$ cat config.mk
export PLATFORM = sky130hd
export DESIGN_NAME = mdio_master
export DESIGN_NICKNAME = d
export VERILOG_FILES = /design/src/rtl/mdio_master.sv
export SDC_FILE = /design/constraint.sdc
export NUM_CORES = 1
export LEC_CHECK = 0
export CAP_MARGIN = 20
export CORE_MARGIN = 2
export CORE_UTILIZATION = 50
export DETAILED_ROUTE_END_ITERATION = 8
export GPL_TIMING_DRIVEN = 0
export HOLD_SLACK_MARGIN = 0.15
export MAX_ROUTING_LAYER = met4
export PLACE_DENSITY = 0.74
export SETUP_SLACK_MARGIN = 0.05
export SYNTH_ARGS = -nofsm -noshare
export SYNTH_HDL_FRONTEND = slang
export SYNTH_SLANG_ARGS = --single-unit
$ cat constraint.sdc
create_clock -name clk -period 7.3 [get_ports clk]
set_input_delay 0.73 -clock clk [delete_from_list [all_inputs] [get_ports clk]]
set_output_delay 0.73 -clock clk [all_outputs]
set_load 0.05 [all_outputs]
$ cat src/rtl/mdio_master.sv
module mdio_master #(
  parameter int CLK_DIV   = 10,
  parameter int IDLE_BITS = 1
) (
  input  logic        clk,
  input  logic        rst,
  input  logic        start,
  input  logic [31:0] cmd,
  output logic        busy,
  output logic        done,
  output logic [31:0] result,
  output logic        mdc,
  output logic        mdio_oe,
  input  logic        mdio_in
);

  localparam int PRE_BITS   = 32;
  localparam int HDR_BITS   = 16;
  localparam int TA_BITS    = 2;
  localparam int DAT_BITS   = 16;
  localparam int SHIFT_BITS = HDR_BITS + TA_BITS + DAT_BITS;
  localparam int FRAME_BITS = PRE_BITS + SHIFT_BITS + IDLE_BITS;
  localparam int BW         = $clog2(FRAME_BITS + 1);
  localparam int DW         = $clog2(CLK_DIV + 1);

  localparam logic [BW-1:0] HDR_START  = BW'(PRE_BITS);
  localparam logic [BW-1:0] TA_START   = BW'(PRE_BITS + HDR_BITS);
  localparam logic [BW-1:0] DAT_START  = BW'(PRE_BITS + HDR_BITS + TA_BITS);
  localparam logic [BW-1:0] IDLE_START = BW'(PRE_BITS + SHIFT_BITS);
  localparam logic [BW-1:0] LAST_BIT   = BW'(FRAME_BITS - 1);
  localparam logic [DW-1:0] DIV_LAST   = DW'(CLK_DIV - 1);
  localparam logic [3:0]    OP_READ    = 4'b0110;

  logic [BW-1:0]         bit_idx;
  logic [DW-1:0]         div_cnt;
  logic                  high_half;
  logic                  rd_op;
  logic [15:0]           hdr_q;
  logic [SHIFT_BITS-1:0] tx_sr;
  logic [15:0]           rx_sr;

  wire [BW-1:0] next_idx = bit_idx + 1'b1;
  wire half_end = (div_cnt == DIV_LAST);
  wire in_shift = (next_idx >= HDR_START) && (next_idx < IDLE_START);
  wire in_data  = (bit_idx >= DAT_START) && (bit_idx < IDLE_START);
  wire cmd_read = (cmd[31:28] == OP_READ);

  always_ff @(posedge clk) begin
    if (rst) begin
      busy      <= 1'b0;
      done      <= 1'b0;
      result    <= '0;
      mdc       <= 1'b1;
      mdio_oe   <= 1'b0;
      bit_idx   <= '0;
      div_cnt   <= '0;
      high_half <= 1'b0;
      rd_op     <= 1'b0;
      hdr_q     <= '0;
      tx_sr     <= '0;
      rx_sr     <= '0;
    end else begin
      done <= 1'b0;
      if (!busy) begin
        if (start) begin
          busy      <= 1'b1;
          rd_op     <= cmd_read;
          hdr_q     <= cmd[31:16];
          tx_sr     <= cmd_read ? {cmd[31:16], {(SHIFT_BITS-HDR_BITS){1'b1}}}
                                : {cmd[31:16], 2'b10, cmd[15:0]};
          bit_idx   <= '0;
          div_cnt   <= '0;
          high_half <= 1'b0;
          mdc       <= 1'b0;
          mdio_oe   <= 1'b0;
        end
      end else if (!half_end) begin
        div_cnt <= div_cnt + 1'b1;
      end else begin
        div_cnt <= '0;
        if (!high_half) begin
          high_half <= 1'b1;
          mdc       <= 1'b1;
          if (rd_op && in_data) rx_sr <= {rx_sr[14:0], mdio_in};
        end else if (bit_idx == LAST_BIT) begin
          busy   <= 1'b0;
          done   <= 1'b1;
          result <= rd_op ? {hdr_q, rx_sr} : {16'h0000, hdr_q};
        end else begin
          high_half <= 1'b0;
          mdc       <= 1'b0;
          bit_idx   <= next_idx;
          if (in_shift) begin
            mdio_oe <= ~tx_sr[SHIFT_BITS-1];
            tx_sr   <= {tx_sr[SHIFT_BITS-2:0], 1'b1};
          end else begin
            mdio_oe <= 1'b0;
          end
        end
      end
    end
  end

  logic          mdc_prev;
  logic [DW:0]   since_edge;
  localparam logic [DW:0] SINCE_MAX = (DW+1)'(CLK_DIV);

  always_ff @(posedge clk) begin
    if (rst) begin
      mdc_prev   <= 1'b1;
      since_edge <= SINCE_MAX;
    end else begin
      mdc_prev <= mdc;
      if (mdc != mdc_prev) since_edge <= '0;
      else if (since_edge != SINCE_MAX) since_edge <= since_edge + 1'b1;
    end
  end

  p_preamble_r1: assert property (@(posedge clk) disable iff (rst)
    (busy && bit_idx < HDR_START) |-> !mdio_oe);

  p_oe_on_fall_r2: assert property (@(posedge clk) disable iff (rst)
    !$stable(mdio_oe) |-> $fell(mdc));

  p_half_period_r3: assert property (@(posedge clk) disable iff (rst)
    (mdc != mdc_prev) |-> (since_edge >= SINCE_MAX - 1'b1));

  p_read_release_r6: assert property (@(posedge clk) disable iff (rst)
    (busy && rd_op && bit_idx >= TA_START) |-> !mdio_oe);

  p_rest_state_r9: assert property (@(posedge clk) disable iff (rst)
    done |-> (mdc && !mdio_oe));

  p_start_ignored_r10: assert property (@(posedge clk) disable iff (rst)
    (busy && start) |=> ($stable(hdr_q) && $stable(rd_op)));

  p_done_pulse_r11: assert property (@(posedge clk) disable iff (rst)
    done |-> (!busy ##1 !done));

endmodule

[Word-level counts from Yosys, hierarchy flattened]
Cells that the tools add are included.
Storage, ports and cells
  flip-flop bits (word level): 115
  input port bits: 36
  logic and storage cells: 77
  output and inout bits: 36
Cells by class
  reductions and logical operators: 12
  muxes and demuxes: 35
  equality and inequality tests: 8
  bitwise operators: 4
  add/sub/neg operators: 2
  magnitude comparators: 4
Operator list (count)
  2-to-1 mux 34 bit: 6
  2-to-1 mux 7 bit: 5
  2-to-1 mux 32 bit: 1
  2-to-1 mux 1 bit: 19
  2-to-1 mux 17 bit: 1
  greater-or-equal comparator 7 x 6 -> 1 bit, second input constant: 2
  < comparator 7 bit, second input constant: 2
  2-to-1 mux 4 bit: 3
  AND reduction 4 bit: 3
  adder 7 x 1 -> 7 bit, second input constant: 1
  == test 7 bit, second input constant: 1
  != test 2 x 1 -> 1 bit, second input constant: 3
  AND reduction 5 bit: 1
  adder 4 x 1 -> 4 bit, second input constant: 1
  == test 4 x 3 -> 1 bit, second input constant: 1
  == test 4 bit, second input constant: 1
  inverter 1 bit: 4
  AND reduction 2 bit: 2
  OR reduction 4 bit: 1
  logical AND 1 bit: 3
  != test 3 bit, second input constant: 1
  AND reduction 3 bit: 1
  != test 2 bit, second input constant: 1
  nonzero test 2 bit: 1

[Longest topological paths before layout]
Gate-level depths: netlist (run 1).
  word-level depth: 8
  depth in mapped cells: 9
  depth with buffers taken out: 7

[Least setup slack after synthesis (run 1)]
OpenSTA, ideal clock, no wires.
  path kind: register to register
  start: reg busy
  end: reg tx_sr[10]
  stages on the path, launching flop included: 8
  required time: 7.179 ns
  buffers on the path: 2
  setup time: 0.121 ns
  arrival time: 2.296 ns
  path slack: 4.883 ns
  period minus slack after synthesis: 2.417 ns
  cells stage by stage: dfxtp_1 -> clkinv_1 -> or3_4 -> nand2_4 -> a21o_1 -> buf_6 -> buf_6 -> mux2_4
Between the ends
  word-level cells in the longest chain between the ends: 2
  elaborated cells between the ends (all ways): 7
  classes of those cells: 4 x eq/ne; 1 x mux; 2 x reduce/logical
Ends and longest elaborated chain
  start, declared: line 9  | output logic busy,
  start signal, assigned: line 50  | busy <= 1'b0;
  start signal, assigned: line 66  | busy <= 1'b1;
  start signal, assigned: line 86  | busy <= 1'b0;
  != test 2 x 1 -> 1 bit (no line), or another cell as far along
  AND reduction 5 bit (no line)
  end signal, assigned: line 69  | tx_sr <= cmd_read ? {cmd[31:16], {(SHIFT_BITS-HDR_BITS){1'b1}}}
  end signal, assigned: line 95  | tx_sr <= {tx_sr[SHIFT_BITS-2:0], 1'b1};
  end, declared: line 39  | logic [SHIFT_BITS-1:0] tx_sr;
Parallel ways exist; a longest one is shown, timed or not.
A chain may end at the register's enable or synchronous reset.

[Final worst setup path (run 1)]
  start: reg bit_idx[0]
  end: reg tx_sr[6]
Between the ends
  word-level cells in the longest chain between the ends: 5
  elaborated cells between the ends (all ways): 8
  classes of those cells: 1 x add/sub; 2 x order compare; 3 x eq/ne; 2 x reduce/logical
Ends and longest elaborated chain
  start, declared: line 34  | logic [BW-1:0] bit_idx;
  start signal, assigned: line 92  | bit_idx <= next_idx;
  adder 7 x 1 -> 7 bit: line 42  | wire [BW-1:0] next_idx = bit_idx + 1'b1;
  greater-or-equal comparator 7 x 6 -> 1 bit or < comparator 7 bit (tied branches): line 44  | wire in_shift = (next_idx >= HDR_START) && (next_idx < IDLE_START);
  logical AND 1 bit: line 44
  != test 2 x 1 -> 1 bit (no line)
  AND reduction 5 bit (no line) (*)
Every way passes the cells marked *; elsewhere a longest branch is shown, timed or not.

==> impl_metrics.env, run 1 <==
export IMPL_gp_congestion=0.899
export IMPL_cts_clk_slew_worst_paths_ps=70
export IMPL_cts_made_buffers=17
export IMPL_worstPathRequired_ps=7700
export IMPL_tightestPinTransition_ps=709
export IMPL_wire_per_inst_microns=15.7
export IMPL_cts_resized=0
export IMPL_grt_setup_unrepaired="no"
export IMPL_dp_cells=766
export IMPL_layout_cells_non_filler=798
export IMPL_die_w_microns=106
export IMPL_power_leakage_nw=2.51
export IMPL_rows=37
export IMPL_cts_tree="yes"
export IMPL_syn_area_per_cell_sq_um=9.24
export IMPL_wirelength_microns=12600
export IMPL_hpwl_microns=8990
export IMPL_area_growth_pct=28.3
export IMPL_worst_slack_ps=4470
export IMPL_crit_path_cell_trace="ha_1 > clkbuf_1 > o21ai_1 > a2111oi_4 > a21o_1 > buf_6 > buf_6 > mux2_4"
export IMPL_hold_viol=0
export IMPL_synthTopCellsByArea="dfxtp_1 44%, mux2i_1 6.2%, a211oi_1 5.5%"
export IMPL_ios=72
export IMPL_tns_ps=0
export IMPL_synth_distinct_cells=58
export IMPL_grt_pass1_vias=4224
export IMPL_fin_crit_sh_pct=38.8
export IMPL_core_area_sq_um=10200
export IMPL_synth_ff_latch_count=115
export IMPL_slowest_stage="a2111oi_4"
export IMPL_timing_final_max_slew_violations=0
export IMPL_yosys_cell_count_top_type="dfxtp_1"
export IMPL_synthCells=560
export IMPL_io_buffers=70
export IMPL_grt_use_total_pct=24.0
export IMPL_viasPerCell=5.43
export IMPL_grt_pass1_wl_microns=20700
export IMPL_htreeDepth=4
export IMPL_holdWs_ps=453
export IMPL_yosys_most_used_dff="dfxtp_1"
export IMPL_worstPathArrival_ps=3230
export IMPL_drc=0
export IMPL_cp_top_family="compound AO/OA/AOI/OAI gates"
export IMPL_status="finished clean"
export IMPL_yosys_warnings=0
export IMPL_clock_skew_ps=11.1
export IMPL_antenna_found_initial=0
export IMPL_antenna_cells=0
export IMPL_worst_setup_path_start_kind="flop"
export IMPL_post_place_ws_ps=4150
export IMPL_finalSetupViolations=0
export IMPL_post_synth_instance_area_sq_um=5170
export IMPL_drt_iter0_drc=300
export IMPL_dr_total_vias=4336
export IMPL_critPathMaxFanout=10
export IMPL_grt_max_degree=17
export IMPL_clock_fmax_mhz=353
export IMPL_ant_nets=0
export IMPL_grt_ovfl_total=0
export IMPL_cpMostUsedCell="buf_6"
export IMPL_hold_buffers=0
export IMPL_yosysSeqAreaShare_pct=44.5
export IMPL_slew_headroom_pct=52.8
export IMPL_final_area_sq_um=6640
export IMPL_ir_drop_mv=0.202
export IMPL_syn_nets=600
export IMPL_clockBufferDepth=2
export IMPL_period_minus_slack_ps=2830
export IMPL_path_class="flop to flop"
export IMPL_nNetsFinal=689
export IMPL_synth_edff_count=0
export IMPL_clk_latency_ps=510
export IMPL_power_density_nw_per_um2=245
export IMPL_clkSinkCount=115
export IMPL_drive_gt1_share_pct=12.7
export IMPL_yosysTopAreaCell="dfxtp_1"
export IMPL_root_buffer="clkbuf_8"
export IMPL_dieArea_sq_um=11200
export IMPL_die_h_microns=106
export IMPL_postCtsSetupBuffers=0
export IMPL_path_buf_inv=3
export IMPL_async_flop_share_pct=0
export IMPL_crit_path_end_kind="flop"
export IMPL_placed_area_sq_um=6050
export IMPL_hp_class="flop to flop"
export IMPL_netlist_area_leader_share_pct=44.5
export IMPL_start_util_pct=50.8
export IMPL_slowest_delay_ps=650
export IMPL_dr_pass1_iters=4
export IMPL_drv_cap=0
export IMPL_synth_common_cells="115 x dfxtp_1, 63 x nand2_1, 41 x nor2_1"
-- power breakdown --
group | switching (mW) | internal, mW
clock network | 0.322 | 0.505
registers | 0.0153 | 0.649
logic | 0.0717 | 0.0641
-- registers in the layout, summed over array words and instances (netlist names), 4 cells and up --
name and cells:
bit_idx 7, div_cnt 4, hdr_q 16, result 32, rx_sr 16, tx_sr 34
-- worst min-delay path, delay by kind of cell, from the launching register on --
| kind | cells | cell delay [ps] |
|---|---|---|
| AO/OA/AOI/OAI | 1 | 50 |
| flip-flops | 1 | 330 |
| AND/OR/NAND/NOR | 1 | 40 |
-- layout make-up --
class	instances	area [sq um]
repair buffers	70	701
clock buffers	18	428
flip-flops and latches	115	2300
clock inverters	14	164
plain buffers	46	215
multi-input cells	376	2570
fillers	848	3550
inverters	23	86.3
well taps	136	170
-- routing by layer --
layer / vias up / part of all wire, % / global-route usage (%)
li1: 2170 / - / -
met1: 2041 / 46 / 30.1
met2: 110 / 48 / 39.1
met3: 15 / 4.4 / 4.21
met4: 0 / 1.3 / 8.27
met5: - / 0 / -
-- logic make-up after synthesis --
kind of cell / count (synthesis) / share of synthesized area (%)
adders and majority gates: 4 / 0.967
muxes: 64 / 14.0
buffers and inverters: 69 / 5.83
DFF: 115 / 44.5
AOI/OAI and AO/OA: 140 / 18.3
and+or+nand+nor: 168 / 16.5
-- worst paths after layout --
path,from,endpoint,slack [ps],cells past startpoint
worst min register to register,result[7],result[7],450,2
worst min-delay path,result[7],result[7],450,2
worst max-delay path,bit_idx[0],tx_sr[6],4470,8
worst max register to register,bit_idx[0],tx_sr[6],4470,8
-- layout by cell type (no fill, tap or decap), types with 2 or more instances in the layout --
| cell type | count |
|---|---|
| nor2b_1 | 20 |
| buf_1 | 5 |
| a211oi_1 | 38 |
| mux2_4 | 11 |
| clkbuf_16 | 16 |
| inv_6 | 7 |
| o21ai_1 | 2 |
| ha_1 | 4 |
| inv_1 | 22 |
| nor4_1 | 4 |
| a311oi_1 | 2 |
| nor3_1 | 5 |
| a21oi_1 | 29 |
| o21ai_0 | 25 |
| nand2_1 | 63 |
| buf_6 | 3 |
| clkbuf_1 | 28 |
| a21o_1 | 2 |
| buf_2 | 7 |
| mux2_1 | 4 |
| bufinv_16 | 2 |
| clkbuf_8 | 2 |
| nand2b_1 | 3 |
| mux2i_1 | 32 |
| clkinvlp_4 | 3 |
| or4_1 | 2 |
| o22ai_1 | 15 |
| dfxtp_1 | 115 |
| buf_4 | 3 |
| nand3_1 | 4 |
| and3_1 | 3 |
| a31oi_1 | 4 |
| clkdlybuf4s50_1 | 70 |
| or3_1 | 3 |
| mux2_2 | 17 |
| a22o_1 | 16 |
| nand3b_1 | 2 |
| nor2_1 | 41 |
-- through the flow --
stage | util (%) | total power, mW
global route | 65.2 | 1.68
finish | 65.2 | 1.63
global placement | 59.4 | 0.808
CTS | 65.2 | 1.63
detailed placement | 59.4 | 0.812
floorplan | - | 0.762
(Power assumes the default switching activity.)
==> run 2: changes to the inputs <==
==> constraint.sdc (replaced) <==
create_clock -name clk -period 2.84 [get_ports clk]
set_input_delay 0.284 -clock clk [delete_from_list [all_inputs] [get_ports clk]]
set_output_delay 0.284 -clock clk [all_outputs]
set_load 0.05 [all_outputs]
==> run 2 against run 1 <==
Net effect:
- cell count increased by 0.38%
- global-route usage unchanged
- clock skew decreased by 1.7 ps
- register-to-register slack got worse by 4200 ps
- critical path depth unchanged
- critical endpoint unchanged
- largest cell class unchanged
- largest power group unchanged
==> impl_metrics.env, run 2 (same netlist as run 1, synthesis figures left out) <==
export IMPL_status="finished clean"
export IMPL_dr_total_vias=4385
export IMPL_netSwitchingFraction_pct=25.2
export IMPL_timing_final_max_slew_violations=0
export IMPL_holdWs_ps=336
export IMPL_area_growth_pct=28.7
export IMPL_antenna_cells=0
export IMPL_antenna_found_initial=0
export IMPL_core_area_sq_um=10200
export IMPL_final_core_util_pct=65.4
export IMPL_grt_pass1_wl_microns=20700
export IMPL_p_sw_mw=1.05
export IMPL_io_buffers=70
export IMPL_hold_buffers=0
export IMPL_clockBufferDepth=2
export IMPL_slowest_stage="or4_1"
export IMPL_wire_per_inst_microns=15.8
export IMPL_tightestPinTransition_ps=733
export IMPL_dr_pass1_iters=4
export IMPL_crit_path_cell_trace="ha_1 > clkbuf_1 > or4_1 > a311o_1 > a21o_1 > buf_6 > buf_6 > mux2_4"
export IMPL_cts_tree="yes"
export IMPL_clock_fmax_mhz=385
export IMPL_hold_viol=0
export IMPL_power_leakage_nw=2.52
export IMPL_tns_ps=0
export IMPL_ir_drop_mv=0.517
export IMPL_worstPathRequired_ps=3230
export IMPL_grt_ovfl_total=0
export IMPL_die_h_microns=106
export IMPL_period_minus_slack_ps=2600
export IMPL_finalSetupViolations=0
export IMPL_critPathMaxFanout=10
export IMPL_nNetsFinal=692
export IMPL_placed_area_sq_um=6050
export IMPL_internal_power_mw=3.13
export IMPL_clk_latency_ps=510
export IMPL_gp_congestion=0.899
export IMPL_power_density_nw_per_um2=628
export IMPL_start_util_pct=50.8
export IMPL_grt_busiest_layer="met2"
export IMPL_mostFrequentLayoutCells="115 x dfxtp_1, 70 x clkdlybuf4s50_1, 63 x nand2_1, 41 x nor2_1, 38 x a211oi_1"
export IMPL_wirelength_microns=12700
export IMPL_grt_max_degree=17
export IMPL_ant_nets=0
export IMPL_use_met3_pct=4.21
export IMPL_path_class="flop to flop"
export IMPL_cpMostUsedCell="buf_6"
export IMPL_fin_crit_sh_pct=91.4
export IMPL_clock_skew_ps=9.41
export IMPL_grtUsageMet2_pct=39.1
export IMPL_viasPerCell=5.47
export IMPL_grt_setup_unrepaired="no"
export IMPL_slew_headroom_pct=51.1
export IMPL_dieArea_sq_um=11200
export IMPL_largest_reg_flops=34
export IMPL_cts_clk_slew_worst_paths_ps=60
export IMPL_htreeDepth=4
export IMPL_hpwl_microns=8990
export IMPL_worstPathArrival_ps=2990
export IMPL_drive_gt1_share_pct=13.2
export IMPL_nFillCells=846
export IMPL_drv_cap=0
export IMPL_top_regs="tx_sr (34), result (32)"
export IMPL_dp_cells=766
export IMPL_layout_commonest_cell="dfxtp_1"
export IMPL_final_area_sq_um=6660
export IMPL_seq_power_share_pct=40.8
export IMPL_rows=37
export IMPL_p_clk_share_pct=50.8
export IMPL_ios=72
export IMPL_crit_path_end_kind="flop"
export IMPL_slowest_delay_ps=550
export IMPL_clkSinkCount=115
export IMPL_cts_made_buffers=17
export IMPL_grtUsageMet1_pct=30.1
export IMPL_largest_register="tx_sr"
export IMPL_drt_iter0_drc=271
export IMPL_combPwrFrac_pct=8.5
export IMPL_layout_cells_non_filler=801
export IMPL_die_w_microns=106
export IMPL_worst_setup_path_start_kind="flop"
export IMPL_grt_pass1_vias=4224
export IMPL_root_buffer="clkbuf_8"
export IMPL_hp_class="input pin to flop"
export IMPL_grt_use_total_pct=24.0
export IMPL_drc=0
run 2: power groups by stage:
stage | sequential [mW] | combinational, mW | clock (mW)
2_1_floorplan | 1.73 | 0.226 | 0
3_3_place_gp | 1.74 | 0.340 | 0
3_5_place_dp | 1.74 | 0.347 | 0
4_1_cts | 1.71 | 0.349 | 2.15
5_1_grt | 1.71 | 0.389 | 2.23
6_report | 1.71 | 0.354 | 2.12
run 2: critical path, delay by kind of cell (launching register included):
kind                       cells  cell delay, ps
muxes                          1             300
AOI/OAI and AO/OA              2             500
and+or+nand+nor                1             550
adders and majority gates      1             250
buffers and inverters          3             490
DFF                            1             380
run 2: layer usage:
metal  wire [microns]  vias up  share of wire (%)
met2             6060      123                 48
met5                0        -                  0
li1                 -     2173                  -
met4              161        0                1.3
met1             5770     2076                 46
met3              660       13                5.2
run 2: path summary, 6_finish.rpt:
path,slack (ps),startpoint,to,depth (start not counted)
worst max-delay path,240,bit_idx[0],tx_sr[6],8
worst min-delay path,340,rst,tx_sr[1],3
worst max register to register,240,bit_idx[0],tx_sr[6],8
worst min register to register,450,result[7],result[7],2
run 2: timing repair:
action | 4_1_cts | 5_1_grt
pin swaps | 1 | 1
gates resized for setup | 0 | 2
buffers inserted | 0 | 3
setup endpoints to repair | 9 | 17
gates cloned | 0 | 0
run 2: per-stage QoR:
stage	worst slack (ps)	power (mW)
after floorplan	423	1.96
after global placement	89.3	2.08
after detailed placement	84.8	2.09
after CTS	88.4	4.20
after global routing	64.5	4.33
final	244	4.19
run 2: final cells by class:
type	instances	area [sq um]	area share [%]
Sequential cell	115	2300	34.6
Tap cell	136	170	2.55
Clock buffer	18	428	6.42
Multi-Input combinational cell	376	2570	38.6
Timing Repair Buffer	73	723	10.9
Buffer	46	216	3.25
Inverter	23	86.3	1.30
Clock inverter	14	164	2.46
==> run 3: changes to the inputs <==
--- a/config.mk
+++ b/config.mk
@@ -8,6 +8,7 @@
 export CAP_MARGIN = 20
 export CORE_MARGIN = 2
 export CORE_UTILIZATION = 50
+export CTS_CLUSTER_DIAMETER = 50
 export DETAILED_ROUTE_END_ITERATION = 8
 export GPL_TIMING_DRIVEN = 0
 export HOLD_SLACK_MARGIN = 0.15
==> results of run 3 <==
Same layout as run 2: the final DEF is identical, and so are final timing and power.
